==> src/rtl/xcvr_pkg.sv <==
package xcvr_pkg;

  // Active-low control group of one direction
  typedef struct packed {
    logic sel_n;
    logic cap_n;
    logic drv_n;
  } lane_ctl_t;

  // Store is open (passes / loads its input)
  function automatic logic lane_open(lane_ctl_t c);
    return !c.sel_n && !c.cap_n;
  endfunction

  // Direction owns its output bus
  function automatic logic lane_owns_bus(lane_ctl_t c);
    return !c.sel_n && !c.drv_n;
  endfunction

endpackage

==> src/rtl/xcvr_store.sv <==
module xcvr_store #(
  parameter int unsigned WIDTH      = 8,
  parameter bit          SYNC_STORE = 1'b1
) (
  input  logic             clk,
  input  logic             rst_n,
  input  logic             open_en,
  input  logic [WIDTH-1:0] din,
  output logic [WIDTH-1:0] view,
  output logic [WIDTH-1:0] held
);

  logic [WIDTH-1:0] word_q;

  generate
    if (SYNC_STORE) begin : g_reg
      always_ff @(posedge clk or negedge rst_n) begin
        if (!rst_n)       word_q <= '0;
        else if (open_en) word_q <= din;
      end
      // Open store shows the live input, closed store its kept word
      assign view = open_en ? din : word_q;

      AST_HOLD_STABLE: assert property (@(posedge clk) disable iff (!rst_n)
        !open_en |=> $stable(held));
      AST_CAPTURE_LAST: assert property (@(posedge clk) disable iff (!rst_n)
        open_en |=> (held == $past(din)));
    end else begin : g_lat
      always_latch begin
        if (!rst_n)       word_q = '0;
        else if (open_en) word_q = din;
      end
      assign view = word_q;
    end
  endgenerate

  assign held = word_q;

endmodule

==> src/rtl/xcvr_drive.sv <==
module xcvr_drive #(
  parameter int unsigned WIDTH = 8
) (
  input  logic                clk,
  input  logic                rst_n,
  input  xcvr_pkg::lane_ctl_t ctl,
  input  logic [WIDTH-1:0]    view,
  output logic [WIDTH-1:0]    dout,
  output logic                drive
);

  assign drive = xcvr_pkg::lane_owns_bus(ctl);
  assign dout  = drive ? view : '0;

  AST_DRIVE_NEEDS_SEL: assert property (@(posedge clk) disable iff (!rst_n)
    ctl.sel_n |-> !drive);
  AST_IDLE_OUT_ZERO: assert property (@(posedge clk) disable iff (!rst_n)
    !drive |-> (dout == '0));

endmodule

==> src/rtl/xcvr_lane.sv <==
module xcvr_lane #(
  parameter int unsigned WIDTH      = 8,
  parameter bit          SYNC_STORE = 1'b1
) (
  input  logic                clk,
  input  logic                rst_n,
  input  xcvr_pkg::lane_ctl_t ctl,
  input  logic [WIDTH-1:0]    din,
  output logic [WIDTH-1:0]    dout,
  output logic                drive,
  output logic                open_en,
  output logic [WIDTH-1:0]    held
);

  logic [WIDTH-1:0] view;

  assign open_en = xcvr_pkg::lane_open(ctl);

  xcvr_store #(.WIDTH(WIDTH), .SYNC_STORE(SYNC_STORE)) u_store (
    .clk     (clk),
    .rst_n   (rst_n),
    .open_en (open_en),
    .din     (din),
    .view    (view),
    .held    (held)
  );

  xcvr_drive #(.WIDTH(WIDTH)) u_drive (
    .clk   (clk),
    .rst_n (rst_n),
    .ctl   (ctl),
    .view  (view),
    .dout  (dout),
    .drive (drive)
  );

endmodule

==> src/rtl/bidir_latch_xcvr.sv <==
module bidir_latch_xcvr #(
  parameter int unsigned WIDTH      = 8,
  parameter bit          SYNC_STORE = 1'b1
) (
  input  logic             clk,
  input  logic             rst_n,
  input  logic             ab_sel_n,
  input  logic             ab_cap_n,
  input  logic             ab_drv_n,
  input  logic             ba_sel_n,
  input  logic             ba_cap_n,
  input  logic             ba_drv_n,
  input  logic [WIDTH-1:0] a_in,
  output logic [WIDTH-1:0] a_out,
  output logic             a_drive,
  input  logic [WIDTH-1:0] b_in,
  output logic [WIDTH-1:0] b_out,
  output logic             b_drive
);

  localparam int unsigned NDIR = 2; // index 0: A to B, index 1: B to A

  xcvr_pkg::lane_ctl_t ctl     [NDIR];
  logic [WIDTH-1:0]    din     [NDIR];
  logic [WIDTH-1:0]    dout    [NDIR];
  logic [WIDTH-1:0]    held    [NDIR];
  logic                drive   [NDIR];
  logic                open_en [NDIR];

  assign ctl[0] = '{sel_n: ab_sel_n, cap_n: ab_cap_n, drv_n: ab_drv_n};
  assign ctl[1] = '{sel_n: ba_sel_n, cap_n: ba_cap_n, drv_n: ba_drv_n};
  assign din[0] = a_in;
  assign din[1] = b_in;

  generate
    for (genvar d = 0; d < NDIR; d++) begin : g_dir
      xcvr_lane #(.WIDTH(WIDTH), .SYNC_STORE(SYNC_STORE)) u_lane (
        .clk     (clk),
        .rst_n   (rst_n),
        .ctl     (ctl[d]),
        .din     (din[d]),
        .dout    (dout[d]),
        .drive   (drive[d]),
        .open_en (open_en[d]),
        .held    (held[d])
      );
    end
  endgenerate

  assign b_out   = dout[0];
  assign b_drive = drive[0];
  assign a_out   = dout[1];
  assign a_drive = drive[1];

  AST_PASS_AB: assert property (@(posedge clk) disable iff (!rst_n)
    (!ab_sel_n && !ab_cap_n && !ab_drv_n) |-> (b_out == a_in));
  AST_PASS_BA: assert property (@(posedge clk) disable iff (!rst_n)
    (!ba_sel_n && !ba_cap_n && !ba_drv_n) |-> (a_out == b_in));

  generate
    if (SYNC_STORE) begin : g_apart
      AST_LANES_APART: assert property (@(posedge clk) disable iff (!rst_n)
        (open_en[0] && !open_en[1]) |=> $stable(held[1]));
    end
  endgenerate

endmodule

==> config.mk <==
export PLATFORM = sky130hd
export DESIGN_NAME = bidir_latch_xcvr
export DESIGN_NICKNAME = d
export VERILOG_FILES = /design/src/rtl/xcvr_pkg.sv /design/src/rtl/xcvr_store.sv /design/src/rtl/xcvr_drive.sv /design/src/rtl/xcvr_lane.sv /design/src/rtl/bidir_latch_xcvr.sv
export SDC_FILE = /design/constraint.sdc
export NUM_CORES = 1
export LEC_CHECK = 0
export CAP_MARGIN = 25
export CORE_UTILIZATION = 37
export CTS_CLUSTER_SIZE = 30
export DETAILED_ROUTE_END_ITERATION = 8
export PLACE_DENSITY = 0.76
export SLEW_MARGIN = 20
export SYNTH_ARGS = -nofsm -noshare
export SYNTH_HDL_FRONTEND = slang
export SYNTH_SLANG_ARGS = --single-unit
==> constraint.sdc <==
create_clock -name clk -period 0.9 [get_ports clk]
set_clock_uncertainty 0.15 [all_clocks]
set_input_delay 0.18 -clock clk [delete_from_list [all_inputs] [get_ports clk]]
set_output_delay 0.18 -clock clk [all_outputs]
set_load 0.01 [all_outputs]
==> Word-level counts from Yosys, hierarchy flattened <==
Index checks and enable logic that the tools add are counted.
{ "op_classes": {"reduce_logical": 10, "muxes": 4} }
{ "op_table": {"columns": ["operator", "count"], "rows": [
  ["$mux 8", 4],
  ["$logic_not 1->1", 6],
  ["$logic_and 1x1->1", 4]
]} }
{ "totals": {"inputBits": 24, "output_inout_bits": 18, "reg_bits": 16, "wordCells": 16} }

==> Longest topological paths before layout <==
{ "logic_depth": {"word_depth": 4, "ltp_mapped": 3, "mapped_depth_nobuf": 2} }

==> Cells and area by module <==
From an unflattened synthesis, not the netlist that was laid out.
{ "unflattened": {"hier_cells": 58, "area_unflattened_um2": 923.4} }
{ "modules_own_cells": {"columns": ["mod", "area_per_inst_um2", "seq_area_each_um2", "cells_per_inst", "n_inst"], "rows": [
  ["xcvr_store", 331.6, 200.2, 17, 2],
  ["xcvr_drive", 126.4, 0.0, 11, 2],
  ["xcvr_lane", 3.8, 0.0, 1, 2]
]} }

==> Least setup slack after synthesis <==
No wires, ideal clock.
{ "synth_timing": {"kind": "input port to flip-flop", "start": "in ab_cap_n", "end": "reg g_dir[0].u_lane.u_store.word_q[0]", "stages": 3, "path_slack_ns": -0.167, "required_ns": 0.625, "path_buffers": 1, "arrival_time_ns": 0.792, "setup_ns": 0.125, "cell_sequence": "buf_6 nor2_8 mux2_4"} }
{ "synth_via": {"elab_chain_cells": 3} }
{ "synth_rtl": {"columns": ["element", "line", "text"], "rows": [
  ["start: declaration", "bidir_latch_xcvr.sv:8", "input logic ab_cap_n,"],
  ["$logic_not 1->1", "xcvr_pkg.sv:12", "return !c.sel_n && !c.cap_n;"],
  ["$logic_and 1x1->1", "xcvr_pkg.sv:12", null],
  ["$mux 8", null, null],
  ["via g_dir[0].u_lane.u_drive.view[0]", "xcvr_drive.sv:7", "input logic [WIDTH-1:0] view,"],
  ["end signal: assignment", "xcvr_store.sv:19", "else if (open_en) word_q <= din;"],
  ["end: declaration", "xcvr_store.sv:13", "logic [WIDTH-1:0] word_q;"]
]} }
The timed path passes the listed nets, and every way through them passes these cells.

==> Worst setup path in the final report <==
{ "layout_timing": {"start": "reg g_dir[1].u_lane.u_store.word_q[1]", "end": "out a_out[1]"} }
{ "layout_via": {"elab_chain_cells": 2} }
{ "layout_rtl": {"columns": ["element", "line", "text"], "rows": [
  ["start: declaration", "xcvr_store.sv:13", null],
  ["start signal: assignment", "xcvr_store.sv:19", null],
  ["$mux 8", "xcvr_store.sv:22", "assign view = open_en ? din : word_q;"],
  ["$mux 8", "xcvr_drive.sv:13", "assign dout = drive ? view : '0;"],
  ["end: declaration", "bidir_latch_xcvr.sv:14", "output logic [WIDTH-1:0] a_out,"]
]} }
No other way between the ends.

==> flow_summary.yaml <==
clock_network:
  cts_hold_buf: 0
  cts_tree: "built"
  cts_max_path_buffers: 2
  htreeDepth: 1
  root_buffer: "clkbuf_4"
  clk-insertion-delay-late_ns: 0.28
  numCtsBuffers: 3
  clk_pin_slew_ns: 0.09
  cts.sinks: 16
route:
  vias: 781
  viasPerCell: 4.62
  drc_errors: 0
  drt_iter0_markers: 9
  wl_per_cell_um: 13.1
  final_antenna_net_count: 0
  wl_mm: 2.22
  drt_pre_antenna_iters: 4
layout:
  area_growth_pct: 79.1
  instances_no_fill: 169
  mostFrequentLayoutCell: "buf_6"
  largest_register_ff_count: 16
  multiInputGateArea_um2: 607
  final_cell_mix: "buf_6 (21), clkdlybuf4s50_1 (17), mux2_4 (16), dfrtp_1 (16)"
  drive_gt1_frac: 0.647
  fin_nets: 164
  final-seq-area_um2: 400
  diodes: 0
  nFillCells: 188
  fin_area_um2: 1730
global_routing:
  antenna_found_initial: 0
  grt_pass1_wl_mm: 3.41
  grt_max_degree: 17
  grt_usage: 0.172
  grt_pass1_vias: 786
  overflow: 0
worst_setup_path:
  crit_type: "reg -> out"
  regToRegSetupSlack_ns: -0.26
  crit_required_ns: 0.57
  worst_setup_path_start_kind: "flip-flop"
  crit_fanout: 2
  arrival_ns: 1.05
  worstSetupEndpointType: "output port"
place:
  hpwlAfterDp_mm: 1.54
  gp_congestion: 0.687
  dp_cells: 150
  post_dp_cell_area_um2: 1500
  place_ws_ns: -1.16
  portBuffers: 41
yosys:
  synth_area_per_cell_um2: 13.1
  yosysWarnings: 0
  netlist_area_um2: 966
  ys_types: 8
  ys_seq_area_frac: 0.415
  synth-seq-cells: 16
  syn_inst: 74
  syn-num-nets: 98
floorplanning:
  die_area_um2: 2820
  initial_core_util: 0.390
  core_area_um2: 2480
  boundaryPins: 42
  die_w_um: 53.1
  die_height_um: 53.1
  rows: 18
timing:
  setup_ws_ns: -0.479
  setup_viol: 34
  period_share: 1.53
  hold_viol_final: 0
  rsz0062_at_grt: "true"
  slew_violations: 0
  post-route-min-period_ns: 1.38
  fmax_mhz: 725
  slew_headroom: 0.851
  worst_pin_slew_ns: 0.220
job:
  cap_violations: 0
power:
  ir_drop_mv: 0.890
  design_power_total_mw: 2.16
  leakage_nw: 0.837
  power_density_nw_per_um2: 1250
outcome:
  violations: "negative setup slack"
  status: "complete, but fails checks"
worst_hold_path:
  hold_path_class: "in -> async"
[report_power, final]
group	internal (mW)	leakage [nW]	switching [mW]	total (mW)
sequential	0.825	0.188	0.0749	0.900
clock	0.246	0.0210	0.201	0.447
combinational	0.542	0.628	0.276	0.818
total	1.61	0.837	0.552	2.16
[per-stage QoR]
stage / TNS (ns) / util / hold WS (ns)
2_1_floorplan: -4.62 / - / -0.266
3_3_place_gp: -32.51 / 0.606 / 0.344
3_5_place_dp: -32.92 / 0.606 / 0.344
4_1_cts: -9.21 / 0.684 / 0.0829
5_1_grt: -10.03 / 0.698 / 0.0793
6_report: -8.82 / 0.698 / 0.0946
[critical path, stage by stage, from the launching register on]
cell and delay [ns]:
dfrtp_1 0.40, mux2i_2 0.21, nor2_4 0.05, buf_6 0.12
[repair_timing]
action,4_1_cts,5_1_grt
pin swaps,16,12
endpoints found under the setup margin,34,34
setup buffers,12,5
gates cloned,1,0
gates resized for setup,132,5
[routing by layer]
metal  wire length (um)  GRT usage
met1                869      0.203
met4                  0     0.0658
met2               1180      0.304
met3                175     0.0316
met5                  0          0
[path summary, 6_finish.rpt]
kind                                                            from                                         to  depth (start not counted)
max                        g_dir[1].u_lane.u_store.held[1]$_DFF_PN0_                                   a_out[1]                          3
min                                                            rst_n  g_dir[1].u_lane.u_store.held[2]$_DFF_PN0_                          2
max reg2reg                g_dir[1].u_lane.u_store.held[0]$_DFF_PN0_  g_dir[1].u_lane.u_store.held[0]$_DFF_PN0_                          3
min reg2reg                g_dir[1].u_lane.u_store.held[3]$_DFF_PN0_  g_dir[1].u_lane.u_store.held[3]$_DFF_PN0_                          1
max in group asynchronous                                      rst_n  g_dir[1].u_lane.u_store.held[7]$_DFF_PN0_                          2
min in group clk                                            ab_sel_n  g_dir[0].u_lane.u_store.held[1]$_DFF_PN0_                          4
[cell families (layout without fill, tap and decap cells)]
family / count (synthesis) / after routing / share of synthesized area
multiplexers: 32 / 32 / 0.415
flip-flops: 16 / 16 / 0.415
buffers and inverters: 6 / 71 / 0.0544
AND/OR/NAND/NOR: 20 / 20 / 0.117
[cell usage after synthesis]
cell type	instances	area, um2
or2_1	2	12.5
nor2_8	2	40.0
inv_1	2	7.51
dfrtp_1	16	400
nor2_1	16	60.1
mux2i_1	16	160
buf_6	4	45.0
mux2_4	16	240
[layout make-up]
cell class	instances	share of cell area
clock buffer	4	0.0210
inverter	2	0.00434
multi-input combinational	52	0.351
sequential	16	0.231
tap	30	0.0217
timing repair buffer	65	0.371
Note: power is estimated with default switching activity, not from simulation.
